`src/rtl/cpu5_pkg.sv`:
```
package cpu5_pkg;
  localparam int WORD_W   = 16;
  localparam int NUM_REGS = 4;
  localparam int RSEL_W   = $clog2(NUM_REGS);
  localparam int OPC_W    = 4;
  localparam int HDR_W    = OPC_W + 2 * RSEL_W;

  typedef enum logic [2:0] {
    ST_FETCH, ST_DECODE, ST_OPND, ST_EXEC, ST_STORE, ST_HALT
  } step_e;

  typedef enum logic [1:0] {K_HALT, K_LOAD, K_INC, K_STORE} kind_e;

  function automatic kind_e op_kind(input logic [OPC_W-1:0] opc);
    case (opc)
      4'd1:    return K_LOAD;
      4'd2:    return K_INC;
      4'd3:    return K_STORE;
      default: return K_HALT;
    endcase
  endfunction

  function automatic logic needs_addr(input kind_e k);
    return (k == K_LOAD) || (k == K_STORE);
  endfunction

  function automatic logic [WORD_W-1:0] alu_inc(input logic [WORD_W-1:0] a);
    return a + {{(WORD_W-1){1'b0}}, 1'b1};
  endfunction

  function automatic logic [OPC_W-1:0] hdr_opc(input logic [HDR_W-1:0] h);
    return h[HDR_W-1 -: OPC_W];
  endfunction

  function automatic logic [RSEL_W-1:0] hdr_dst(input logic [HDR_W-1:0] h);
    return h[2*RSEL_W-1 -: RSEL_W];
  endfunction

  function automatic logic [RSEL_W-1:0] hdr_src(input logic [HDR_W-1:0] h);
    return h[RSEL_W-1:0];
  endfunction
endpackage

```
`src/rtl/cpu5_ctrl.sv`:
```
module cpu5_ctrl
  import cpu5_pkg::*;
(
  input  logic  clk,
  input  logic  rst_n,
  input  logic  dec_halt,
  output step_e step
);
  always_ff @(posedge clk or negedge rst_n) begin
    if (!rst_n) begin
      step <= ST_FETCH;
    end else begin
      case (step)
        ST_FETCH:  step <= ST_DECODE;
        ST_DECODE: step <= dec_halt ? ST_HALT : ST_OPND;
        ST_OPND:   step <= ST_EXEC;
        ST_EXEC:   step <= ST_STORE;
        ST_STORE:  step <= ST_FETCH;
        default:   step <= ST_HALT;
      endcase
    end
  end
endmodule

```
`src/rtl/cpu5_regs.sv`:
```
module cpu5_regs #(
  parameter int NREG = 4,
  parameter int W    = 16,
  localparam int SW  = $clog2(NREG)
) (
  input  logic          clk,
  input  logic          rst_n,
  input  logic          we,
  input  logic [SW-1:0] waddr,
  input  logic [W-1:0]  wdata,
  input  logic [SW-1:0] raddr,
  output logic [W-1:0]  rdata
);
  logic [W-1:0] bank [NREG];

  for (genvar g = 0; g < NREG; g++) begin : g_reg
    always_ff @(posedge clk or negedge rst_n) begin
      if (!rst_n)                          bank[g] <= '0;
      else if (we && (waddr == SW'(g)))    bank[g] <= wdata;
    end
  end

  assign rdata = bank[raddr];
endmodule

```
`src/rtl/cpu5_core.sv`:
```
module cpu5_core
  import cpu5_pkg::*;
(
  input  logic              clk,
  input  logic              rst_n,
  output logic [WORD_W-1:0] mem_addr,
  output logic              mem_wr_en,
  output logic [WORD_W-1:0] mem_wdata,
  input  logic [WORD_W-1:0] mem_rdata,
  output logic              halted
);
  step_e             step;
  logic [WORD_W-1:0] pc_q, addr_q, opnd_q, res_q;
  logic [HDR_W-1:0]  hdr_q;
  logic [HDR_W-1:0]  hdr_in;
  kind_e             kind_dec, kind_q;
  logic              dec_halt;
  logic              rf_we;
  logic [WORD_W-1:0] rf_wdata, rf_rd;

  // decode view of the word just returned by memory
  assign hdr_in   = mem_rdata[WORD_W-1 -: HDR_W];
  assign kind_dec = op_kind(hdr_opc(hdr_in));
  assign dec_halt = (kind_dec == K_HALT);
  assign kind_q   = op_kind(hdr_opc(hdr_q));

  cpu5_ctrl u_ctrl (
    .clk      (clk),
    .rst_n    (rst_n),
    .dec_halt (dec_halt),
    .step     (step)
  );

  always_ff @(posedge clk or negedge rst_n) begin
    if (!rst_n) begin
      pc_q   <= '0;
      hdr_q  <= '0;
      addr_q <= '0;
      opnd_q <= '0;
      res_q  <= '0;
    end else begin
      case (step)
        ST_FETCH:  pc_q <= alu_inc(pc_q);
        ST_DECODE: begin
          hdr_q <= hdr_in;
          if (needs_addr(kind_dec)) pc_q <= alu_inc(pc_q);
        end
        ST_OPND: begin
          addr_q <= mem_rdata;
          opnd_q <= rf_rd;
        end
        ST_EXEC: if (kind_q == K_INC) res_q <= alu_inc(opnd_q);
        default: ;
      endcase
    end
  end

  always_comb begin
    case (step)
      ST_OPND:           mem_addr = mem_rdata;
      ST_EXEC, ST_STORE: mem_addr = addr_q;
      default:           mem_addr = pc_q;
    endcase
  end

  assign mem_wr_en = (step == ST_STORE) && (kind_q == K_STORE);
  assign mem_wdata = opnd_q;
  assign rf_we     = (step == ST_STORE) && ((kind_q == K_LOAD) || (kind_q == K_INC));
  assign rf_wdata  = (kind_q == K_LOAD) ? mem_rdata : res_q;
  assign halted    = (step == ST_HALT);

  cpu5_regs #(.NREG(NUM_REGS), .W(WORD_W)) u_regs (
    .clk   (clk),
    .rst_n (rst_n),
    .we    (rf_we),
    .waddr (hdr_dst(hdr_q)),
    .wdata (rf_wdata),
    .raddr (hdr_src(hdr_q)),
    .rdata (rf_rd)
  );
endmodule

```
`config.mk`:
```
export PLATFORM = sky130hd
export DESIGN_NAME = cpu5_core
export DESIGN_NICKNAME = d
export VERILOG_FILES = /design/src/rtl/cpu5_pkg.sv /design/src/rtl/cpu5_ctrl.sv /design/src/rtl/cpu5_regs.sv /design/src/rtl/cpu5_core.sv
export SDC_FILE = /design/constraint.sdc
export NUM_CORES = 1
export LEC_CHECK = 0
export ABC_AREA = 1
export BUFFER_PORTS_ARGS = -buffer_cell sky130_fd_sc_hd__buf_2
export CAP_MARGIN = 20
export CELL_PAD_IN_SITES_DETAIL_PLACEMENT = 1
export CELL_PAD_IN_SITES_GLOBAL_PLACEMENT = 1
export CORE_ASPECT_RATIO = 0.8
export CORE_MARGIN = 3
export CORE_UTILIZATION = 32
export CTS_BUF_LIST = sky130_fd_sc_hd__clkbuf_4 sky130_fd_sc_hd__clkbuf_8
export DETAILED_ROUTE_END_ITERATION = 16
export PLACE_DENSITY_LB_ADDON = 0.1
export RECOVER_POWER = 50
export SETUP_SLACK_MARGIN = 0.02
export SKIP_CTS_REPAIR_TIMING = 1
export SLEW_MARGIN = 20
export SYNTH_ARGS = -nofsm -noshare
export SYNTH_HDL_FRONTEND = slang
export SYNTH_SLANG_ARGS = --single-unit
```
`constraint.sdc`:
```
create_clock -name clk -period 4.3 [get_ports clk]
set_input_delay 0.43 -clock clk [delete_from_list [all_inputs] [get_ports clk]]
set_output_delay 0.43 -clock clk [all_outputs]
set_load 0.02 [all_outputs]
```
==> results.yml, run 1 <==
clocking:
  worstSkewPairLatency_ps: 450
  cts_num_sinks: 139
  clkSlewWorstSetupHoldPaths_ps: 80
  cts.root.buffer_cell: "sky130_fd_sc_hd__clkbuf_8"
  htree_levels: 4
  tritoncts: "done"
  inserted_clock_buffers: 17
  ctsLongestPathBuffers: 2
logic_synthesis:
  post_synth.cell_area_avg_sq_um: 7.85
  yosys_warnings: 0
  post_synth_instance_area_sq_mm: 0.00719
  post_synth_num_cell_types: 31
  post_synth_inst_count: 916
  synth.yosys.seq_area_share_pct: 48.4
  post_synthesis_sequential_element_count: 139
  synthesis.nets: 939
detailed_routing:
  initial_drt_markers: 331
  routed_wl_um: 21900
  routed-via-count: 5956
  drt-pass1-iter-count: 4
  avgViaCountPerCell: 4.68
  detail_route.drc_violations: 0
  routed_wire_length_per_instance_um: 17.2
  drt.antenna.violating_nets: 0
floorplan:
  fp.coreArea_sq_mm: 0.0218
  die_area_sq_mm: 0.0243
  die_h_um: 140
  chipWidth_um: 174
  start_util_pct: 33.0
  num_rows: 48
  io-pin-count: 52
worst_setup_path:
  cp-start-kind: "primary input"
  endpoint_kind: "asynchronous set/reset pin"
  worst_path_largest_cell_delay_ps: 1720
  worstPathRequired_ps: 4650
  crit_arrival_ps: 3280
  crit_fanout: 95
  crit_slowest_cell: "sky130_fd_sc_hd__clkbuf_2"
  worstSetupPathType: "in -> async"
  top_family_by_delay_on_critical_path: "buffers and inverters"
  worstPathBufferInverterCount: 2
  worstPathCellList: "clkbuf_2 > clkbuf_1"
hold_path:
  holdCritPathClass: "in -> reg"
timing:
  headroom_to_the_max_slew_limit_pct: -66.9
  final-max-slew-violation-count: 96
  slew_at_the_pin_closest_to_its_max_slew_limit_ps: 2500
  post-route-min-period_ps: 2940
  hold_violations: 0
  timing.setup.tns_ps: 0
  fin_worst_skew_ps: 13.3
  final_report_setup_violation_count: 0
  max_freq_mhz: 341
  grt_setup_unrepaired: "false"
  fin_crit_sh_pct: 68.3
place:
  number_of_buffers_added_on_ports: 51
  gp_routability_congestion: 0.755
  dp_hpwl_um: 15400
power:
  p_sw_uw: 560
  power.static_leakage_uw: 0.00382
  seq_power_share_pct: 52.1
  switching_share_pct: 22.3
  worst_ir_drop_vdd_mv: 0.116
  relative_contribution_of_combinational_cells_to_total_power_pct: 1.9
  power.internal_uw: 1950
  share_clk_of_total_power_pct: 46.0
  total_power_density_per_cell_area_mw_per_mm2: 311
grt:
  via_count_of_the_first_global_routing_pass: 6010
  grt_max_degree: 96
  grt_use_total_pct: 18.6
  globalRouteOverflowTotal: 0
  grt_pass1_wl_um: 35200
  grt_antenna_before_repair: 0
run_status:
  outcome: "finished, violations left"
  violations: "capacitance limit, slew limit"
cells_and_area:
  area.growth.synth_to_final_pct: 12.1
  finish.utilization_pct: 37.0
  insertedDiodeCount: 0
  drive_gt1_share_pct: 13.8
  num-nets-final: 982
  fill_cells: 2690
job:
  max_cap_viol_count: 1
[final cells by class]
cell class	instances	area [sq um]	share of cell area (%)
clock inverter	5	80.1	0.993
tap	300	375	4.66
inverter	138	518	6.43
sequential	139	3480	43.1
clock buffer	27	347	4.30
timing repair buffer	62	315	3.91
multi-input combinational	601	2950	36.6
[worst register-to-register path, stage by stage, from the launching register on]
cell and delay, ps:
sky130_fd_sc_hd__dfrtp_1 330, sky130_fd_sc_hd__buf_4 340, sky130_fd_sc_hd__clkinv_1 910, sky130_fd_sc_hd__o21ai_0 430, sky130_fd_sc_hd__nand2_1 120, sky130_fd_sc_hd__nand2_1 70
sky130_fd_sc_hd__o21ai_0 110
[state kept, by name, indices dropped and copies added, names as in the netlist]
name,flops
pc_q,16
res_q,16
addr_q,16
hdr_q,8
mem_wdata,16
u_regs.bank,64
u_ctrl.step,3
[routing by layer]
metal	track usage (%)	part of all wire, %	up-vias
met5	0	0	-
met4	4.74	1.5	0
met3	3.06	4.2	19
met2	26.6	41	76
met1	29.0	53	2871
li1	-	-	2990
[power groups by stage]
stage	clock [uW]	sequential, uW	combinational (uW)
2_1_floorplan	0	1330	1.20
3_3_place_gp	0	1330	51.7
3_5_place_dp	0	1330	51.5
4_1_cts	1190	1310	51.7
5_1_grt	1250	1310	54.8
6_report	1150	1310	47.5
[worst paths after layout]
kind	slack [ps]	end	cells past startpoint	startpoint
max	1360	u_regs.bank[19]	2	rst_n
max reg2reg	1830	mem_wdata[4]	6	hdr_q[0]
min	260	addr_q[3]	3	mem_rdata[3]
min reg2reg	480	hdr_q[6]	2	hdr_q[6]
max in group clk	1670	mem_addr[11]	8	u_ctrl.step[0]
min in group asynchronous	730	addr_q[2]	1	rst_n
[per-stage QoR]
step	worst slack, ps	power [uW]	cell area [sq um]	hold WS [ps]	instances
floorplan	2580	1330	7190	134	916
global placement	1800	1380	7670	463	1240
detailed placement	1770	1380	7670	460	1240
CTS	1570	2550	8090	120	1272
global route	760	2610	8060	259	1272
finish	1360	2510	8060	259	1272
[kinds of logic (layout without fill, tap and decap cells)]
logic type      after synthesis  count (layout)  synth area share [%]
mux                           5               5                 0.783
xor+xnor                      7               7                 0.853
simple gates                381             381                  22.2
compound gates              203             203                  16.3
buf+inv                     176             232                  10.7
fa+ha+maj                     5               5                 0.870
flops                       139             139                  48.4
[synth_stat cells]
cell / count / area share, %
sky130_fd_sc_hd__dfrtp_1: 139 / 48
sky130_fd_sc_hd__buf_1: 1 / 0.052
sky130_fd_sc_hd__nand2_4: 1 / 0.16
sky130_fd_sc_hd__mux2_2: 5 / 0.78
sky130_fd_sc_hd__nand3_2: 1 / 0.14
sky130_fd_sc_hd__nor3_1: 5 / 0.35
sky130_fd_sc_hd__nand3_1: 44 / 3.1
sky130_fd_sc_hd__buf_2: 16 / 1.1
sky130_fd_sc_hd__nor2_4: 1 / 0.16
sky130_fd_sc_hd__ha_1: 5 / 0.87
sky130_fd_sc_hd__o21a_1: 3 / 0.31
sky130_fd_sc_hd__nor3_4: 4 / 0.90
sky130_fd_sc_hd__clkinv_1: 2 / 0.10
sky130_fd_sc_hd__a21oi_1: 35 / 2.4
sky130_fd_sc_hd__clkbuf_1: 8 / 0.42
sky130_fd_sc_hd__o21bai_1: 1 / 0.10
sky130_fd_sc_hd__o21ai_2: 37 / 4.5
sky130_fd_sc_hd__or2_2: 1 / 0.087
sky130_fd_sc_hd__buf_4: 3 / 0.31
sky130_fd_sc_hd__nor2_1: 41 / 2.1
sky130_fd_sc_hd__o21ai_0: 121 / 8.4
sky130_fd_sc_hd__inv_2: 2 / 0.10
sky130_fd_sc_hd__o21ai_1: 2 / 0.14
sky130_fd_sc_hd__nand2_2: 1 / 0.087
sky130_fd_sc_hd__buf_6: 10 / 1.6
sky130_fd_sc_hd__xnor2_1: 1 / 0.12
sky130_fd_sc_hd__o22ai_1: 4 / 0.35
sky130_fd_sc_hd__inv_1: 134 / 7.0
sky130_fd_sc_hd__nand4_1: 11 / 0.96
sky130_fd_sc_hd__nand2_1: 271 / 14
sky130_fd_sc_hd__xor2_1: 6 / 0.73
[cell usage in the layout (no fill, tap or decap)]
cell type,n
sky130_fd_sc_hd__xor2_1,6
sky130_fd_sc_hd__bufinv_16,2
sky130_fd_sc_hd__nand4_1,11
sky130_fd_sc_hd__a21oi_1,35
sky130_fd_sc_hd__o21ai_1,2
sky130_fd_sc_hd__nor3_4,4
sky130_fd_sc_hd__nand3_1,45
sky130_fd_sc_hd__inv_1,133
sky130_fd_sc_hd__xnor2_1,1
sky130_fd_sc_hd__nand2_4,1
sky130_fd_sc_hd__ha_2,1
sky130_fd_sc_hd__dfrtp_1,139
sky130_fd_sc_hd__clkinvlp_4,2
sky130_fd_sc_hd__clkbuf_2,1
sky130_fd_sc_hd__nor3_1,4
sky130_fd_sc_hd__buf_4,9
sky130_fd_sc_hd__o22ai_1,4
sky130_fd_sc_hd__nor2_4,1
sky130_fd_sc_hd__nand2_2,1
sky130_fd_sc_hd__or2_2,1
sky130_fd_sc_hd__o21ai_0,121
sky130_fd_sc_hd__clkinv_2,1
sky130_fd_sc_hd__o21bai_1,1
sky130_fd_sc_hd__mux2_2,5
sky130_fd_sc_hd__clkbuf_4,4
sky130_fd_sc_hd__clkinv_1,3
sky130_fd_sc_hd__nor2_1,41
sky130_fd_sc_hd__inv_2,2
sky130_fd_sc_hd__clkbuf_8,23
sky130_fd_sc_hd__o21a_1,3
sky130_fd_sc_hd__o21ai_2,37
sky130_fd_sc_hd__clkbuf_1,14
sky130_fd_sc_hd__buf_2,38
sky130_fd_sc_hd__nor3_2,1
sky130_fd_sc_hd__nand2_1,271
sky130_fd_sc_hd__ha_1,4
Power figures use the tool's default switching activity.
==> run 2: changes to the inputs <==
--- a/config.mk
+++ b/config.mk
@@ -5,7 +5,7 @@
 export SDC_FILE = /design/constraint.sdc
 export NUM_CORES = 1
 export LEC_CHECK = 0
-export ABC_AREA = 1
+export ABC_AREA = 0
 export BUFFER_PORTS_ARGS = -buffer_cell sky130_fd_sc_hd__buf_2
 export CAP_MARGIN = 20
 export CELL_PAD_IN_SITES_DETAIL_PLACEMENT = 1
==> constraint.sdc (replaced) <==
create_clock -name clk -period 2.6 [get_ports clk]
set_input_delay 0.26 -clock clk [delete_from_list [all_inputs] [get_ports clk]]
set_output_delay 0.26 -clock clk [all_outputs]
set_load 0.02 [all_outputs]
==> run 2 against run 1 <==
Against the previous run:
- the run still ends with capacitance limit, slew limit left
- synthesized cell count is 31% lower
- sequential power is 65% higher
- total power is 61% higher
- clock-buffer cell count is 4 lower
- global-route usage is 1.1 points lower
- worst setup slack worse by 1100 ps
- largest power group unchanged
- highest routed layer unchanged
==> results.yml, run 2 <==
grt:
  grt_use_total_pct: 17.5
  globalRouteOverflowTotal: 0
  grt_antenna_before_repair: 0
  grt_max_degree: 76
  grt_pass1_wl_um: 30800
  via_count_of_the_first_global_routing_pass: 5259
clocking:
  clkSlewWorstSetupHoldPaths_ps: 80
  inserted_clock_buffers: 17
  ctsLongestPathBuffers: 2
  worstSkewPairLatency_ps: 440
  htree_levels: 4
  cts.root.buffer_cell: "sky130_fd_sc_hd__clkbuf_8"
  cts_num_sinks: 139
  tritoncts: "done"
detailed_routing:
  routed_wire_length_per_instance_um: 19.9
  avgViaCountPerCell: 5.23
  drt-pass1-iter-count: 4
  drt.antenna.violating_nets: 0
  initial_drt_markers: 283
  routed-via-count: 4998
  detail_route.drc_violations: 0
  routed_wl_um: 19000
worst_setup_path:
  crit_end: "mem_addr[8]"
  crit_fanout: 17
  worstSetupPathType: "reg -> out"
  top_family_by_delay_on_critical_path: "flip-flops"
  rr_endpoint: "u_regs.bank[54]"
  crit_slowest_cell: "sky130_fd_sc_hd__dfrtp_2"
  r2r.worst_path.cells: 8
  endpoint_kind: "output pin"
  worst_path_largest_cell_delay_ps: 530
  reg2reg_from: "hdr_q[7]"
  worstPathRequired_ps: 2340
  cp-start-kind: "flop"
  crit_arrival_ps: 2110
  startpoint: "u_ctrl.step[2]"
  critical_path_cell_count: 6
  worstPathBufferInverterCount: 2
  timing.reg2reg.setup_slack_ps: 430
  worstPathCellList: "nand2b_1 > buf_4 > o22a_1 > o22ai_1 > a21oi_1 > buf_2"
logic_synthesis:
  yosys.cell_count.top_type: "sky130_fd_sc_hd__dfrtp_1"
  post_synth.cell_area_avg_sq_um: 10.6
  commonest_cells_post_synth: "sky130_fd_sc_hd__dfrtp_1, sky130_fd_sc_hd__nand2_1, sky130_fd_sc_hd__o21ai_0"
  post_synth_num_cell_types: 43
  netlist_top_cells_area: "sky130_fd_sc_hd__dfrtp_1, sky130_fd_sc_hd__mux2_2, sky130_fd_sc_hd__o21ai_0"
  postSynth.asyncResetShare_pct: 100
  synth_enable_flop_cells: 0
  synth_top_cell_area_share_pct: 51.9
  synth.yosys.seq_area_share_pct: 51.9
  dominant_synthesized_flop_cell: "sky130_fd_sc_hd__dfrtp_1"
  post_synth_inst_count: 630
  synthesis.nets: 653
  synth_top_cell_by_area: "sky130_fd_sc_hd__dfrtp_1"
  post_synth_instance_area_sq_mm: 0.00670
  yosys_warnings: 0
  post_synthesis_sequential_element_count: 139
timing:
  fin_worst_hold_slack_ps: 96.1
  max_freq_mhz: 422
  fin_crit_sh_pct: 91.1
  slew_at_the_pin_closest_to_its_max_slew_limit_ps: 1950
  timing.setup.tns_ps: 0
  hold_violations: 0
  final_report_setup_violation_count: 0
  headroom_to_the_max_slew_limit_pct: -30.0
  final-max-slew-violation-count: 75
  grt_setup_unrepaired: "false"
  fin_worst_skew_ps: 11.1
  post-route-min-period_ps: 2370
place:
  gp_routability_congestion: 0.753
  dp_hpwl_um: 13300
  number_of_buffers_added_on_ports: 51
cells_and_area:
  insertedDiodeCount: 0
  area.growth.synth_to_final_pct: 14.6
  mostFrequentLayoutCell: "sky130_fd_sc_hd__dfrtp_1"
  drive_gt1_share_pct: 22.1
  commonest_non_fill_non_tap_cells_in_the_layout: "sky130_fd_sc_hd__dfrtp_1, sky130_fd_sc_hd__nand2_1, sky130_fd_sc_hd__o21ai_0"
  largest_reg_by_ff_count: "u_regs.bank"
  largest_register_ff_count: 64
  num-nets-final: 702
power:
  worst_ir_drop_vdd_mv: 0.276
  total_power_density_per_cell_area_mw_per_mm2: 525
  power.static_leakage_uw: 0.00339
floorplan:
  start_util_pct: 33.2
  fp.coreArea_sq_mm: 0.0202
  chipWidth_um: 168
  io-pin-count: 52
  die_h_um: 135
  num_rows: 46
  die_area_sq_mm: 0.0227
run_status:
  outcome: "finished, violations left"
  violations: "capacitance limit, slew limit"
hold_path:
  hold_path_startpoint: "mem_rdata[2]"
  holdCritPathClass: "in -> reg"
job:
  max_cap_viol_count: 1
-- run 2: cell count changes after synthesis, moves of 12 or more --
cell                       change
sky130_fd_sc_hd__mux2_2       +34
sky130_fd_sc_hd__mux2i_1      +17
sky130_fd_sc_hd__o22ai_1      +12
sky130_fd_sc_hd__mux4_2       +16
sky130_fd_sc_hd__xnor2_1      +16
sky130_fd_sc_hd__o21ai_0      -43
sky130_fd_sc_hd__o22a_1       +16
sky130_fd_sc_hd__clkbuf_1     +16
sky130_fd_sc_hd__nand2_1     -179
sky130_fd_sc_hd__nand3_1      -33
sky130_fd_sc_hd__inv_1       -128
sky130_fd_sc_hd__o21ai_2      -37
-- run 2: worst reg2reg max path: stages (launching register included) --
cell and delay (ps):
sky130_fd_sc_hd__dfrtp_1 390, sky130_fd_sc_hd__nor2_1 130, sky130_fd_sc_hd__and2_1 190, sky130_fd_sc_hd__ha_1 270, sky130_fd_sc_hd__nor4b_4 290, sky130_fd_sc_hd__nor3b_4 220
sky130_fd_sc_hd__buf_4 360, sky130_fd_sc_hd__nor2_1 110, sky130_fd_sc_hd__a21oi_1 130
-- run 2: logic make-up after synthesis --
kind of cell	Yosys count	share of synthesized area, %
buffers and inverters	49	3.12
flip-flops	139	51.9
adder cells (fa/ha/maj)	5	0.934
XOR/XNOR	27	3.53
multiplexers	73	14.6
AO/OA/AOI/OAI	152	12.9
AND/OR/NAND/NOR	185	12.9
-- run 2: per-layer routing --
layer | wire length, um | track usage [%] | part of all wire, %
met4 | 102 | 2.73 | 0.54
met1 | 10100 | 26.8 | 53
met3 | 534 | 4.08 | 2.8
met5 | 0 | 0 | 0
met2 | 8280 | 25.7 | 43
-- run 2: report_power, final --
group	internal, uW	leakage (uW)	total [uW]	switching (uW)
clock network	948	0.000206	1780	833
registers	2160	0.00160	2160	0
logic	19.2	0.00158	88.3	69.1
-- run 2: through the flow --
stage          cells  cell area [sq um]  worst slack, ps  util [%]  total power, uW
3_3_place_gp     923               7290              518      36.1             2290
3_5_place_dp     923               7290              439      36.1             2300
5_1_grt          955               7670              108      38.0             4210
4_1_cts          954               7680             3.48      38.0             4090
2_1_floorplan    630               6700              641         -             2210
6_report         955               7670              230      38.0             4030
-- run 2: area by class of cell --
| class | count | area (sq um) |
|---|---|---|
| clock buffers | 23 | 298 |
| clock inverters | 8 | 92.6 |
| inverters | 7 | 26.3 |
| repair buffers | 72 | 422 |
| flip-flops and latches | 139 | 3480 |
| well taps | 264 | 330 |
| multi-input cells | 442 | 3020 |
| fillers | 2265 | 12500 |
-- run 2: how the worst min path moves through the flow --
stage / depth (start not counted) / to / slack (ps)
finish: 2 / addr_q[2] / 100
global route: 2 / addr_q[2] / 70
CTS: 1 / mem_wdata[8] / -150
detailed placement: 1 / mem_wdata[8] / 340
global placement: 1 / mem_wdata[7] / 320
floorplan: 0 / addr_q[0] / -40
==> run 3: changes to the inputs <==
==> constraint.sdc (replaced) <==
create_clock -name clk -period 2.8 [get_ports clk]
set_input_delay 0.28 -clock clk [delete_from_list [all_inputs] [get_ports clk]]
set_output_delay 0.28 -clock clk [all_outputs]
set_load 0.02 [all_outputs]
==> run 3 against run 2 <==
Against the previous run:
- the run now ends clean
- global-route usage rose by 0.58 points
- highest routed layer unchanged
- final area rose by 0.36%
- combinational power fell by 8.5%
- sequential share of layout area fell by 0.18 points
- clock-buffer cell count fell by 3
- register-to-register slack improved by 170 ps
- clock power rose by 3%
- die area did not move
- worst hold slack improved by 27 ps
- total power fell by 2.7%
- utilization rose by 0.14 points
==> results.yml, run 3 (same netlist as run 2, synthesis figures left out) <==
run_status:
  outcome: "finished clean"
cells_and_area:
  fill_cells: 2257
  num-nets-final: 700
  finish.utilization_pct: 38.1
  commonest_non_fill_non_tap_cells_in_the_layout: "sky130_fd_sc_hd__dfrtp_1, sky130_fd_sc_hd__nand2_1, sky130_fd_sc_hd__o21ai_0"
  ff_latch_area_sq_mm: 0.00348
  drive_gt1_share_pct: 21.5
  finish.cell_count_without_fillers: 953
  largest_register_ff_count: 64
  area.growth.synth_to_final_pct: 15.0
  mostFrequentLayoutCell: "sky130_fd_sc_hd__dfrtp_1"
  largest_reg_by_ff_count: "u_regs.bank"
  multiInputGateArea_sq_mm: 0.00302
  insertedDiodeCount: 0
worst_setup_path:
  worstPathBufferInverterCount: 2
  timing.reg2reg.setup_slack_ps: 600
  startpoint: "u_ctrl.step[2]"
  reg2reg_from: "hdr_q[7]"
  cp-start-kind: "flop"
  worstPathRequired_ps: 2520
  top_family_by_delay_on_critical_path: "flip-flops"
  crit_fanout: 16
  worstSetupPathType: "reg -> out"
  worst_path_largest_cell_delay_ps: 550
  crit_slowest_cell: "sky130_fd_sc_hd__dfrtp_1"
  worstPathCellList: "nand2b_1 > buf_4 > nand2_2 > o22ai_1 > a21oi_1 > buf_2"
  crit_end: "mem_addr[9]"
  critical_path_cell_count: 6
  rr_endpoint: "u_regs.bank[52]"
  r2r.worst_path.cells: 8
  endpoint_kind: "output pin"
  crit_arrival_ps: 2130
grt:
  globalRouteOverflowTotal: 0
  grt_max_degree: 58
  via_count_of_the_first_global_routing_pass: 5504
  grt_use_total_pct: 18.1
  grt_pass1_wl_um: 31600
  grt_antenna_before_repair: 0
detailed_routing:
  initial_drt_markers: 320
  avgViaCountPerCell: 5.33
  wl_met1_um: 9560
  met3_length_um: 938
  detail_route.drc_violations: 0
  routed_wl_um: 19500
  drt-pass1-iter-count: 6
  dr.max_layer_used: "met4"
  routed_wire_length_per_instance_um: 20.5
  met2_wirelength_um: 8880
  drt.antenna.violating_nets: 0
  routed-via-count: 5081
power:
  share_clk_of_total_power_pct: 46.8
  seq_power_share_pct: 51.2
  switching_share_pct: 22.4
  total_power_uw: 3920
  relative_contribution_of_combinational_cells_to_total_power_pct: 2.1
  power.internal_uw: 3040
  worst_ir_drop_vdd_mv: 0.270
  p_sw_uw: 876
  power.static_leakage_uw: 0.00338
  total_power_density_per_cell_area_mw_per_mm2: 509
clocking:
  clkSlewWorstSetupHoldPaths_ps: 80
  worstSkewPairLatency_ps: 450
  cts_num_sinks: 139
  tritoncts: "done"
  inserted_clock_buffers: 17
  ctsLongestPathBuffers: 2
  htree_levels: 4
  cts.root.buffer_cell: "sky130_fd_sc_hd__clkbuf_8"
floorplan:
  chipWidth_um: 168
  die_h_um: 135
  fp.coreArea_sq_mm: 0.0202
  start_util_pct: 33.2
  die_area_sq_mm: 0.0227
  num_rows: 46
  io-pin-count: 52
timing:
  slew_at_the_pin_closest_to_its_max_slew_limit_ps: 1430
  fin_worst_skew_ps: 12.0
  max_freq_mhz: 415
  hold_violations: 0
  finalWorstSetupSlack_ps: 389
  final_report_setup_violation_count: 0
  post-route-min-period_ps: 2410
  final-max-slew-violation-count: 0
  fin_crit_sh_pct: 86.1
  headroom_to_the_max_slew_limit_pct: 4.79
  grt_setup_unrepaired: "false"
  timing.setup.tns_ps: 0
place:
  dpl_ws_ps: 606
  place_inst: 921
  gp_routability_congestion: 0.798
  dp_hpwl_um: 13300
  number_of_buffers_added_on_ports: 51
hold_path:
  holdCritPathClass: "in -> reg"
job:
  max_cap_viol_count: 0
==> run 3: cell count changes in the layout (fill, tap and decap cells not counted), sizes merged <==
cell / delta
buf: -4
bufinv: +2
clkbuf: -1
clkinv: -1
clkinvlp: +1
inv: +1
==> run 3: worst min path at each step <==
stage	startpoint	to	slack [ps]	cells past startpoint
finish	mem_rdata[4]	addr_q[4]	120	2
CTS	rst_n	u_regs.bank[57]	-230	1
floorplan	rst_n	addr_q[0]	-20	0
global route	mem_rdata[5]	addr_q[5]	90	2
detailed placement	rst_n	u_regs.bank[57]	270	1
global placement	rst_n	u_regs.bank[41]	270	1
==> run 3: power by group through the flow <==
| stage | clock network, uW | logic [uW] | registers [uW] |
|---|---|---|---|
| floorplan | 0 | 3.92 | 2050 |
| global placement | 0 | 83.3 | 2050 |
| detailed placement | 0 | 84.7 | 2050 |
| CTS | 1890 | 85.4 | 2010 |
| global route | 2000 | 92.0 | 2010 |
| finish | 1830 | 80.8 | 2010 |
==> run 3: layout make-up <==
| class | count | area share, % |
|---|---|---|
| flip-flops and latches | 139 | 45.2 |
| repair buffers | 70 | 5.25 |
| multi-input cells | 442 | 39.3 |
| clock buffers | 20 | 3.49 |
| inverters | 7 | 0.341 |
| well taps | 264 | 4.29 |
| clock inverters | 11 | 2.18 |
==> run 3: stage by stage <==
step                      cell area [sq um]  hold slack [ps]
after floorplan                        6700            -15.6
after global placement                 7280              267
after detailed placement               7280              273
after CTS                              7710             -228
after global routing                   7700             88.0
final                                  7700              124
==> run 3: layer usage <==
layer	global-route usage [%]	up-vias
li1	-	2329
met1	26.5	2636
met2	27.7	105
met3	4.23	11
met4	3.41	0
met5	0	-
